<file path="config.mk">
export PLATFORM = sky130hd
export DESIGN_NAME = spim_top
export DESIGN_NICKNAME = d
export VERILOG_FILES = /design/src/rtl/spim_pkg.sv /design/src/rtl/spim_fifo.sv /design/src/rtl/spim_tick.sv /design/src/rtl/spim_shifter.sv /design/src/rtl/spim_top.sv
export SDC_FILE = /design/constraint.sdc
export NUM_CORES = 1
export LEC_CHECK = 0
export BUFFER_PORTS_ARGS = -buffer_cell sky130_fd_sc_hd__buf_4
export CAP_MARGIN = 0
export CELL_PAD_IN_SITES_DETAIL_PLACEMENT = 0
export CELL_PAD_IN_SITES_GLOBAL_PLACEMENT = 1
export CORE_ASPECT_RATIO = 0.6
export CORE_MARGIN = 3
export CORE_UTILIZATION = 40
export DETAILED_ROUTE_END_ITERATION = 10
export GPL_ROUTABILITY_DRIVEN = 0
export GPL_TIMING_DRIVEN = 0
export HOLD_SLACK_MARGIN = 0.05
export MAX_ROUTING_LAYER = met4
export PLACE_DENSITY_LB_ADDON = 0.25
export SLEW_MARGIN = 20
export SYNTH_ARGS = -nofsm -noshare
export SYNTH_HDL_FRONTEND = slang
export SYNTH_SLANG_ARGS = --single-unit
</file>
<file path="constraint.sdc">
create_clock -name clk -period 14.6 [get_ports clk]
set_input_delay 0.73 -clock clk [delete_from_list [all_inputs] [get_ports clk]]
set_output_delay 0.73 -clock clk [all_outputs]
set_load 0.02 [all_outputs]
</file>
<file path="src/rtl/spim_pkg.sv">
package spim_pkg;
  localparam int DATA_W = 32;
  localparam int LEN_W  = $clog2(DATA_W);
  localparam int DIV_W  = 3;
  localparam int CNT_W  = 1 << DIV_W;
  localparam int ADDR_W = 3;

  localparam logic [ADDR_W-1:0] A_TX   = 3'd0;
  localparam logic [ADDR_W-1:0] A_RX   = 3'd1;
  localparam logic [ADDR_W-1:0] A_CTRL = 3'd2;
  localparam logic [ADDR_W-1:0] A_STAT = 3'd3;
  localparam logic [ADDR_W-1:0] A_CS   = 3'd4;

  localparam int ST_RDY    = 0;
  localparam int ST_TXFULL = 1;
  localparam int ST_TXEMP  = 2;
  localparam int ST_BUSY   = 3;
  localparam int ST_OVF    = 4;
  localparam int ST_UDF    = 5;

  typedef struct packed {
    logic [LEN_W-1:0] len_m1;
    logic [DIV_W-1:0] div;
    logic             cpha;
    logic             cpol;
    logic             pio;
    logic             master;
    logic             enable;
  } ctrl_t;

  localparam int CTRL_W = $bits(ctrl_t);

  // last count value of one clock half: 2^(div+1) - 1
  function automatic logic [CNT_W-1:0] last_count(input logic [DIV_W-1:0] div);
    return CNT_W'((1 << (int'(div) + 1)) - 1);
  endfunction

  // index of the final edge of a word: 2*N - 1
  function automatic logic [LEN_W:0] last_edge(input logic [LEN_W-1:0] len_m1);
    return {len_m1, 1'b1};
  endfunction

  // mask of the N low bits of a word
  function automatic logic [DATA_W-1:0] word_mask(input logic [LEN_W-1:0] len_m1);
    logic [DATA_W-1:0] ones;
    ones = '1;
    return ones >> ((DATA_W - 1) - int'(len_m1));
  endfunction
endpackage

</file>
<file path="src/rtl/spim_fifo.sv">
module spim_fifo #(
  parameter int W     = 32,
  parameter int DEPTH = 16
) (
  input  logic                       clk,
  input  logic                       rst_n,
  input  logic                       push,
  input  logic [W-1:0]               din,
  input  logic                       pop,
  output logic [W-1:0]               dout,
  output logic                       full,
  output logic                       empty,
  output logic [$clog2(DEPTH):0]     count
);
  localparam int PTR_W = $clog2(DEPTH);

  logic [W-1:0]     mem_q [DEPTH];
  logic [PTR_W-1:0] wp_q, rp_q;
  logic [PTR_W:0]   cnt_q;

  assign full  = (cnt_q == (PTR_W+1)'(DEPTH));
  assign empty = (cnt_q == '0);
  assign count = cnt_q;
  assign dout  = mem_q[rp_q];

  always_ff @(posedge clk or negedge rst_n) begin
    if (!rst_n) begin
      wp_q  <= '0;
      rp_q  <= '0;
      cnt_q <= '0;
    end else begin
      if (push) begin
        wp_q <= (wp_q == PTR_W'(DEPTH - 1)) ? '0 : wp_q + 1'b1;
      end
      if (pop) begin
        rp_q <= (rp_q == PTR_W'(DEPTH - 1)) ? '0 : rp_q + 1'b1;
      end
      case ({push, pop})
        2'b10:   cnt_q <= cnt_q + 1'b1;
        2'b01:   cnt_q <= cnt_q - 1'b1;
        default: cnt_q <= cnt_q;
      endcase
    end
  end

  always_ff @(posedge clk) begin
    if (push) mem_q[wp_q] <= din;
  end

  // the consumer never removes a word that is not there
  a_r7_no_pop_empty: assert property (@(posedge clk) disable iff (!rst_n)
    pop |-> !empty);
  // the producer never pushes past capacity
  a_r9_no_push_full: assert property (@(posedge clk) disable iff (!rst_n)
    push && !pop |-> !full);
endmodule

</file>
<file path="src/rtl/spim_tick.sv">
module spim_tick import spim_pkg::*; (
  input  logic             clk,
  input  logic             rst_n,
  input  logic             run,
  input  logic [DIV_W-1:0] div,
  output logic             tick
);
  logic [CNT_W-1:0] cnt_q;

  assign tick = run && (cnt_q == last_count(div));

  always_ff @(posedge clk or negedge rst_n) begin
    if (!rst_n)          cnt_q <= '0;
    else if (!run || tick) cnt_q <= '0;
    else                 cnt_q <= cnt_q + 1'b1;
  end

  // a clock half never runs past its programmed length
  a_r2_half_bound: assert property (@(posedge clk) disable iff (!rst_n)
    run |-> cnt_q <= last_count(div));
endmodule

</file>
<file path="src/rtl/spim_shifter.sv">
module spim_shifter import spim_pkg::*; (
  input  logic              clk,
  input  logic              rst_n,
  input  logic              start_ok,
  input  logic              cfg_cpol,
  input  logic              cfg_cpha,
  input  logic [DIV_W-1:0]  cfg_div,
  input  logic [LEN_W-1:0]  cfg_len_m1,
  input  logic [DATA_W-1:0] tx_word,
  input  logic              miso,
  output logic              load,
  output logic              done,
  output logic              busy,
  output logic [DATA_W-1:0] rx_word,
  output logic              sclk,
  output logic              mosi
);
  logic              busy_q, sclk_q, mosi_q, lat_cpha;
  logic [DIV_W-1:0]  lat_div;
  logic [LEN_W-1:0]  lat_len, bidx_q, bidx_dn;
  logic [LEN_W:0]    edge_q;
  logic [DATA_W-1:0] txw_q, rxsh_q;
  logic              tick, leading, at_last;

  spim_tick u_tick (
    .clk  (clk),
    .rst_n(rst_n),
    .run  (busy_q),
    .div  (lat_div),
    .tick (tick)
  );

  assign leading = !edge_q[0];
  assign at_last = (edge_q == last_edge(lat_len));
  assign done    = busy_q && tick && at_last;
  assign load    = start_ok && (!busy_q || done);
  assign bidx_dn = bidx_q - 1'b1;
  assign rx_word = word_mask(lat_len) &
                   (lat_cpha ? {rxsh_q[DATA_W-2:0], miso} : rxsh_q);
  assign busy    = busy_q;
  assign sclk    = sclk_q;
  assign mosi    = mosi_q;

  always_ff @(posedge clk or negedge rst_n) begin
    if (!rst_n) begin
      busy_q   <= 1'b0;
      sclk_q   <= 1'b0;
      mosi_q   <= 1'b0;
      lat_cpha <= 1'b0;
      lat_div  <= '0;
      lat_len  <= '0;
      bidx_q   <= '0;
      edge_q   <= '0;
      txw_q    <= '0;
      rxsh_q   <= '0;
    end else begin
      if (busy_q && tick) begin
        sclk_q <= ~sclk_q;
        edge_q <= edge_q + 1'b1;
        if (leading) begin
          if (!lat_cpha) rxsh_q <= {rxsh_q[DATA_W-2:0], miso};
          else           mosi_q <= txw_q[bidx_q];
        end else begin
          if (!lat_cpha) begin
            if (bidx_q != '0) begin
              bidx_q <= bidx_dn;
              mosi_q <= txw_q[bidx_dn];
            end
          end else begin
            rxsh_q <= {rxsh_q[DATA_W-2:0], miso};
            bidx_q <= bidx_dn;
          end
        end
      end
      if (load) begin
        busy_q   <= 1'b1;
        edge_q   <= '0;
        lat_cpha <= cfg_cpha;
        lat_div  <= cfg_div;
        lat_len  <= cfg_len_m1;
        bidx_q   <= cfg_len_m1;
        txw_q    <= tx_word;
        rxsh_q   <= '0;
        if (!cfg_cpha) mosi_q <= tx_word[cfg_len_m1];
      end else if (done) begin
        busy_q <= 1'b0;
      end
      if (!busy_q && !load) sclk_q <= cfg_cpol;
    end
  end

  // the serial clock moves only at the end of a clock half
  a_r2_sclk_on_tick: assert property (@(posedge clk) disable iff (!rst_n)
    busy_q && !tick |=> $stable(sclk_q));
  // idle serial clock sits at the polarity level
  a_r3_idle_level: assert property (@(posedge clk) disable iff (!rst_n)
    !busy_q && $stable(cfg_cpol) |-> sclk_q == cfg_cpol);
  // in phase-0 mode data out holds across leading edges
  a_r4_hold_leading: assert property (@(posedge clk) disable iff (!rst_n)
    busy_q && tick && leading && !lat_cpha |=> $stable(mosi_q));
endmodule

</file>
<file path="src/rtl/spim_top.sv">
module spim_top import spim_pkg::*; #(
  parameter int FIFO_DEPTH = 16
) (
  input  logic              clk,
  input  logic              rst_n,
  input  logic [ADDR_W-1:0] addr,
  input  logic              wr_en,
  input  logic              rd_en,
  input  logic [DATA_W-1:0] wdata,
  output logic [DATA_W-1:0] rdata,
  output logic              sclk,
  output logic              mosi,
  input  logic              miso,
  output logic              cs_n
);
  localparam int FC_W = $clog2(FIFO_DEPTH) + 1;

  ctrl_t             ctrl_q;
  logic              cs_q, ovf_q, udf_q;
  logic              tx_push, tx_full, tx_empty;
  logic              rx_pop, rx_full, rx_empty;
  logic [FC_W-1:0]   tx_cnt, rx_cnt;
  logic [DATA_W-1:0] tx_head, rx_head, rx_word;
  logic              sh_load, sh_done, sh_busy, rx_room, start_ok;
  logic              wr_tx, rd_rx, wr_stat;
  logic [DATA_W-1:0] status;

  assign wr_tx   = wr_en && (addr == A_TX);
  assign rd_rx   = rd_en && (addr == A_RX);
  assign wr_stat = wr_en && (addr == A_STAT);
  assign tx_push = wr_tx && !tx_full;
  assign rx_pop  = rd_rx && !rx_empty;

  // room for the word now finishing plus the one about to start
  assign rx_room  = ({1'b0, rx_cnt} + {{FC_W{1'b0}}, sh_done}) < (FC_W+1)'(FIFO_DEPTH);
  assign start_ok = ctrl_q.enable && !tx_empty && rx_room;

  spim_fifo #(.W(DATA_W), .DEPTH(FIFO_DEPTH)) u_txq (
    .clk(clk), .rst_n(rst_n), .push(tx_push), .din(wdata),
    .pop(sh_load), .dout(tx_head), .full(tx_full), .empty(tx_empty),
    .count(tx_cnt)
  );

  spim_fifo #(.W(DATA_W), .DEPTH(FIFO_DEPTH)) u_rxq (
    .clk(clk), .rst_n(rst_n), .push(sh_done), .din(rx_word),
    .pop(rx_pop), .dout(rx_head), .full(rx_full), .empty(rx_empty),
    .count(rx_cnt)
  );

  spim_shifter u_shift (
    .clk       (clk),
    .rst_n     (rst_n),
    .start_ok  (start_ok),
    .cfg_cpol  (ctrl_q.cpol),
    .cfg_cpha  (ctrl_q.cpha),
    .cfg_div   (ctrl_q.div),
    .cfg_len_m1(ctrl_q.len_m1),
    .tx_word   (tx_head),
    .miso      (miso),
    .load      (sh_load),
    .done      (sh_done),
    .busy      (sh_busy),
    .rx_word   (rx_word),
    .sclk      (sclk),
    .mosi      (mosi)
  );

  always_ff @(posedge clk or negedge rst_n) begin
    if (!rst_n) begin
      ctrl_q <= '0;
      cs_q   <= 1'b1;
      ovf_q  <= 1'b0;
      udf_q  <= 1'b0;
    end else begin
      if (wr_en && addr == A_CTRL) ctrl_q <= ctrl_t'(wdata[CTRL_W-1:0]);
      if (wr_en && addr == A_CS)   cs_q   <= wdata[0];
      if (wr_tx && tx_full)             ovf_q <= 1'b1;
      else if (wr_stat && wdata[ST_OVF]) ovf_q <= 1'b0;
      if (rd_rx && rx_empty)            udf_q <= 1'b1;
      else if (wr_stat && wdata[ST_UDF]) udf_q <= 1'b0;
    end
  end

  always_comb begin
    status          = '0;
    status[ST_RDY]    = !rx_empty;
    status[ST_TXFULL] = tx_full;
    status[ST_TXEMP]  = tx_empty;
    status[ST_BUSY]   = sh_busy;
    status[ST_OVF]    = ovf_q;
    status[ST_UDF]    = udf_q;
  end

  always_comb begin
    case (addr)
      A_RX:    rdata = rx_empty ? '0 : rx_head;
      A_CTRL:  rdata = DATA_W'(ctrl_q);
      A_STAT:  rdata = status;
      A_CS:    rdata = DATA_W'(cs_q);
      default: rdata = '0;
    endcase
  end

  assign cs_n = cs_q;

  // a write to a full transmit FIFO leaves the overflow flag set
  a_r9_ovf_sticky: assert property (@(posedge clk) disable iff (!rst_n)
    wr_tx && tx_full |=> ovf_q);
  // a read of an empty receive FIFO leaves the underflow flag set
  a_r10_udf_sticky: assert property (@(posedge clk) disable iff (!rst_n)
    rd_rx && rx_empty |=> udf_q);
  // a finishing word always finds space in the receive FIFO
  a_r11_room_on_done: assert property (@(posedge clk) disable iff (!rst_n)
    sh_done |-> !rx_full);
  // nothing starts while the controller is disabled
  a_r8_no_start_disabled: assert property (@(posedge clk) disable iff (!rst_n)
    !ctrl_q.enable |-> !sh_load);
endmodule

</file>
==> results_dict.tcl, run 1 <==
set metrics [dict create \
    outcome "finished, final reports clean" \
    critical_path_arrival_ns 6.30 \
    fmax_ghz 0.1763 \
    root_buffer "clkbuf_16" \
    rsz0062_at_grt "false" \
    via_count 25370 \
    async_reset_ff_share_pct 11.80 \
    synth-compound-area-share_pct 3.069 \
    cts.sinks 1161 \
    holdCritPathClass "input pin to flop" \
    synthTopCellsByArea "edfxtp_1 (65%), mux4_2 (15%), dfrtp_1 (7.2%), mux2i_1 (1.2%), mux2_2 (1.1%)" \
    crit_fanout 11 \
    cts.path.max_buffers 3 \
    yosysUniqueCellTypes 81 \
    drv_cap 0 \
    syn_nets 2486 \
    start_util_pct 40.81 \
    post-route-period-util_pct 38.86 \
    fin_area_um2 54420 \
    die_w_um 449.5 \
    leakagePower_nw 18.45 \
    synth_fa_ha_area_share_pct 0.6520 \
    critPathRequiredTime_ns 15.23 \
    wl_per_cell_um 29.67 \
    die_y_um 272.1 \
    final_util_pct 47.05 \
    grt_max_degree 88 \
    ys_ff_latch 1161 \
    synth_top_area_share_pct 65.14 \
    final_hold_viol_count 0 \
    viasPerCell 5.862 \
    wirelength_mm 128.4 \
    synthesis.area_um2 47210 \
    yosysWarnings 0 \
    placed_area_um2 51000 \
    dp_hpwl_mm 86.08 \
    antenna_found_initial 4 \
    yosys_most_used_dff "edfxtp_1" \
    design.die.area_um2 122300 \
    criticalPathCategory "flop to flop" \
    syn_inst 2422 \
    grt.total_usage_pct 21.70 \
    muxShareOfSynthArea_pct 17.67 \
    layout-drive-gt1-share_pct 27.88 \
    slew_headroom_pct 23.40 \
    num_rows 96 \
    ant_nets 0 \
    path_clk_slew_ns 0.07 \
    area_growth_pct 15.29 \
    syn_area_per_cell_um2 19.49 \
    grt_overflow_total 0 \
    synth_area_leader_cell "edfxtp_1" \
    core-area_um2 115700 \
    max_slew.worst_pin.slew_ns 1.139 \
    synth-simple-area-share_pct 3.809 \
    ios 75 \
    synth-edff-count 1024 \
    first_pass_iters 5 \
    nNetsFinal 2734 \
    drt_iter0_markers 3333 \
    synthXorXnorAreaFrac_pct 0.7792 \
    vdd_drop_max_mv 0.1018 \
    finalClockSkew_ns 0.03426 \
    power_mw 9.354 \
    grt_pass1_vias 25230 \
    numCtsBuffers 107 \
    worstSetupStartpointType "flop" \
    cts_tree "built" \
    htreeDepth 3 \
    crit_slowest_cell "or4_4" \
    grt_pass1_wl_mm 184.3 \
    endpoint_kind "flop" \
    fill_cells 9549 \
    max_stage_delay_ns 0.57 \
    critPathMostFrequentCell "xor2_1" \
    drc 0 \
    fin_crit_ns 5.673 \
    yosysSeqAreaShare_pct 72.40 \
    synth_top_family_by_area "multiplexers" \
    setup_viol 0 \
    p_per_area_nw_per_um2 171.9 \
    finalSetupTns_ns 0 \
    path_cells "clkbuf_1, or3_1, ha_1, xor2_1, or4_4, a21oi_4, o2111a_2, a31oi_4, nor2_4, buf_4, buf_4, ha_1, clkbuf_1, xor2_1, ha_1, o21ai_0, a21oi_1, a21oi_1, xor2_1, nor2_1, xor2_1" \
    worstSkewPairLatency_ns 0.72 \
    portBuffers 73 \
    cts.repair.resized 0 \
    final_max_slew_viol_count 0 \
]
## cell usage in the layout, fill, tap and decap left out, types with 50 or more instances in the layout
| cell type | synthesis | layout |
|---|---|---|
| clkbuf_16 | 0 | 108 |
| nor2_1 | 68 | 53 |
| mux4_2 | 308 | 308 |
| edfxtp_1 | 1024 | 1024 |
| a21oi_1 | 58 | 53 |
| nand3_1 | 50 | 50 |
| mux2i_1 | 57 | 57 |
| nand2_1 | 111 | 111 |
| buf_4 | 19 | 112 |
| dfrtp_1 | 136 | 136 |
| clkbuf_1 | 73 | 102 |
## power by group
part | internal, mW | total [mW] | switching (mW)
Clock | 1.50 | 2.75 | 1.24
Combinational | 1.12 | 2.73 | 1.62
Sequential | 3.75 | 3.88 | 0.127
## layout make-up
cell class | count | area (um^2) | share of cell area, %
multi-input combinational | 1085 | 12530 | 23.03
tap | 1568 | 1962 | 3.605
timing repair buffer | 139 | 1592 | 2.924
buffer | 144 | 658.1 | 1.209
sequential | 1161 | 34180 | 62.80
clock inverter | 55 | 525.5 | 0.9656
inverter | 32 | 120.1 | 0.2207
antenna | 2 | 5.005 | 0.009196
clock buffer | 142 | 2850 | 5.237
## synth_stat cells, drive strengths merged (18+ instances only)
master,instances
a21oi,59
a22oi,20
and2,21
buf,71
clkbuf,73
dfrtp,136
edfxtp,1024
ha,23
inv,30
mux2,74
mux2i,57
mux4,308
nand2,111
nand3,50
nor2,69
nor2b,28
nor3,40
o21ai,32
xnor2,18
xor2,24
## cells by family after synthesis
| family | after synthesis |
|---|---|
| buffers and inverters | 176 |
| other | 1 |
| multiplexers | 439 |
| AND/OR/NAND/NOR | 369 |
| adder cells (fa/ha/maj) | 24 |
| AO/OA/AOI/OAI | 210 |
| XOR/XNOR | 42 |
| flip-flops | 1161 |
## timing repair
action,4_1_cts,5_1_grt
endpoints found under the setup margin,0,0
hold endpoints to repair,49,0
setup buffers,0,0
hold buffers,1,0
## worst max-delay path: cells and delay by family, from the launching register on
kind | cells | cell delay (ns)
AND/OR/NAND/NOR | 4 | 1.52
buffers and inverters | 4 | 1.13
AO/OA/AOI/OAI | 6 | 1.12
XOR/XNOR | 4 | 0.72
adder cells (fa/ha/maj) | 3 | 0.70
flip-flops | 1 | 0.35
## per-layer routing
| layer | vias to the layer above | GRT usage, % | routed length, um |
|---|---|---|---|
| met2 | 1202 | 28.18 | 53030 |
| met4 | 0 | 5.250 | 2936 |
| met3 | 171 | 6.172 | 12670 |
| met1 | 13630 | 33.30 | 59790 |
| met5 | - | - | 0 |
| li1 | 10370 | - | - |
## metrics by stage
stage	std cells	hold WS, ns	setup WS [ns]
after floorplan	2422	0.4344	9.797
after detailed placement	4127	0.4785	9.021
after CTS	4325	0.2531	8.984
after global routing	4328	0.2806	8.605
after global placement	4063	0.4759	5.291
final	4328	0.3021	8.927
## registers in the layout (all words and copies together) (netlist names), 6 cells and up
name and count:
u_shift.u_tick.cnt_q 8, ctrl_q 13, u_shift.edge_q 6, u_txq.mem_q 512, u_shift.rxsh_q 32, u_rxq.mem_q 512, u_shift.txw_q 32
## worst paths after layout
kind	slack [ns]	end	cells after the start	from
max reg2reg	8.93	u_txq.count[4]$_DFFE_PN0P_	21	u_shift.lat_div[2]$_DFFE_PN0N_
min in group asynchronous	0.57	u_shift.u_tick.cnt_q[7]$_DFF_PN0_	2	rst_n
max in group asynchronous	13.17	u_shift.rxsh_q[11]$_DFFE_PN0P_	3	rst_n
min	0.30	u_txq.mem_q[3][13]$_DFFE_PP_	1	wdata[13]
min reg2reg	0.49	u_txq.count[4]$_DFFE_PN0P_	1	u_txq.count[4]$_DFFE_PN0P_
max	8.93	u_txq.count[4]$_DFFE_PN0P_	21	u_shift.lat_div[2]$_DFFE_PN0N_
Note: power is estimated with default switching activity, not from simulation.
==> inputs of run 2 (changes only) <==
Clock period 14.6 ns to 5.3 ns, I/O delays scaled along.
==> results_dict.tcl, run 2 (synthesized netlist as in run 1, its figures left out) <==
set metrics [dict create \
    criticalPathCategory "flop to flop" \
    holdCritPathClass "input pin to async pin" \
    final_cell_mix "edfxtp_1 (1024), mux4_2 (308), dfrtp_1 (136)" \
    wl_per_cell_um 29.46 \
    crit_fanout 11 \
    drt_iter0_markers 3349 \
    grt_pass1_wl_mm 184.9 \
    hold_ws_ns 0.1094 \
    setup_viol 0 \
    finalSetupTns_ns 0 \
    cts.path.max_buffers 3 \
    outcome "finished, final reports clean" \
    placed_area_um2 51000 \
    grt.total_usage_pct 21.74 \
    p_switching_mw 8.235 \
    max_slew.worst_pin.slew_ns 1.169 \
    final_util_pct 47.41 \
    vdd_drop_max_mv 0.2777 \
    portBuffers 73 \
    p_per_area_nw_per_um2 471.2 \
    rsz0062_at_grt "false" \
    fin_crit_ns 5.050 \
    worstSkewPairLatency_ns 0.72 \
    swShare_pct 31.87 \
    cts_tree "built" \
    die_y_um 272.1 \
    critical_path_arrival_ns 5.68 \
    htreeDepth 3 \
    root_buffer "clkbuf_16" \
    ant_nets 0 \
    clockPowerShare_pct 29.2 \
    design.die.area_um2 122300 \
    seq_power_share_pct 41.4 \
    fmax_ghz 0.1980 \
    area_growth_pct 16.17 \
    cts.sinks 1161 \
    p_int_mw 17.61 \
    fill_cells 9517 \
    grt_pass1_vias 25380 \
    worstSetupStartpointType "flop" \
    grt_max_degree 88 \
    layout-drive-gt1-share_pct 27.69 \
    combinationalPowerShare_pct 29.4 \
    dp_hpwl_mm 86.08 \
    die_w_um 449.5 \
    final_hold_viol_count 0 \
    viasPerCell 5.833 \
    grt_overflow_total 0 \
    critPathRequiredTime_ns 5.93 \
    finalClockSkew_ns 0.03298 \
    final_common_cell "edfxtp_1" \
    largest_registers "u_rxq.mem_q: 512 flops, u_txq.mem_q: 512 flops" \
    first_pass_iters 6 \
    path_clk_slew_ns 0.07 \
    endpoint_kind "flop" \
    wirelength_mm 128.7 \
    nNetsFinal 2775 \
    ios 75 \
    leakagePower_nw 18.17 \
    antenna_found_initial 3 \
    drv_cap 0 \
    drc 0 \
    fin_area_um2 54840 \
    numCtsBuffers 107 \
    slew_headroom_pct 21.42 \
    start_util_pct 40.81 \
    core-area_um2 115700 \
    num_rows 96 \
    final_max_slew_viol_count 0 \
    via_count 25480 \
    post-route-period-util_pct 95.28 \
]
run 2: final timing paths:
| check | start | end | slack, ns | depth (start not counted) |
|---|---|---|---|---|
| setup / recovery | u_shift.lat_div[1]$_DFFE_PN0N_ | u_txq.count[4]$_DFFE_PN0P_ | 0.25 | 21 |
| hold / removal | rst_n | u_shift.u_tick.cnt_q[7]$_DFF_PN0_ | 0.11 | 2 |
| setup reg to reg | u_shift.lat_div[1]$_DFFE_PN0N_ | u_txq.count[4]$_DFFE_PN0P_ | 0.25 | 21 |
| hold reg to reg | u_txq.count[4]$_DFFE_PN0P_ | u_txq.count[4]$_DFFE_PN0P_ | 0.49 | 1 |
| max in group asynchronous | rst_n | u_shift.rxsh_q[11]$_DFFE_PN0P_ | 4.35 | 3 |
| min in group clk | addr[0] | ovf_q$_DFFE_PN0P_ | 0.28 | 3 |
run 2: metrics by stage:
step           setup WS [ns]  std cells  total power [mW]
2_1_floorplan         0.6373       2422             15.68
3_3_place_gp          -3.567       4063             18.15
3_5_place_dp         -0.2785       4127             18.35
4_1_cts              0.01345       4364             25.91
5_1_grt            0.0004232       4367             26.90
6_report              0.2503       4368             25.84
run 2: power by group through the flow:
| stage | logic (mW) | registers [mW] | clock network (mW) |
|---|---|---|---|
| 2_1_floorplan | 4.95 | 10.7 | 0 |
| 3_3_place_gp | 7.31 | 10.8 | 0 |
| 3_5_place_dp | 7.49 | 10.9 | 0 |
| 4_1_cts | 7.56 | 10.7 | 7.69 |
| 5_1_grt | 8.09 | 10.7 | 8.08 |
| 6_report | 7.60 | 10.7 | 7.56 |
run 2: layout make-up:
class	instances	area (um^2)	area share [%]
clock buffer	142	2850	5.197
tap	1568	1962	3.577
multi-input combinational	1085	12540	22.87
clock inverter	55	525.5	0.9582
buffer	143	659.4	1.202
inverter	32	120.1	0.2190
antenna	1	2.502	0.004563
timing repair buffer	181	2002	3.650
sequential	1161	34180	62.32
run 2: timing repair:
action | CTS | global route
gates resized for setup | 1 | 3
endpoints found under the hold margin | 669 | 0
setup endpoints to repair | 2 | 2
hold buffers | 39 | 0
setup buffers | 1 | 3
pin swaps | 1 | 2
cloned | 0 | 0
run 2: per-layer routing:
layer / wire (um) / GRT usage, %
met5: 0 / -
met4: 2336 / 4.160
met3: 12880 / 5.649
met2: 53750 / 28.78
met1: 59720 / 33.70
run 2: critical path, stage by stage, from the launching register on:
cell      delay (ns)
dfrtp_1         0.43
buf_2           0.21
or3_1           0.36
ha_1            0.30
xor2_1          0.23
or4_4           0.57
a21oi_4         0.19
o2111a_2        0.32
a31oi_4         0.14
nor2_4          0.20
buf_6           0.19
buf_4           0.21
ha_1            0.19
buf_2           0.21
xor2_1          0.16
ha_1            0.21
o21ai_0         0.08
a21oi_1         0.16
a21oi_1         0.09
xor2_1          0.14
nor2_1          0.15
xor2_1          0.17
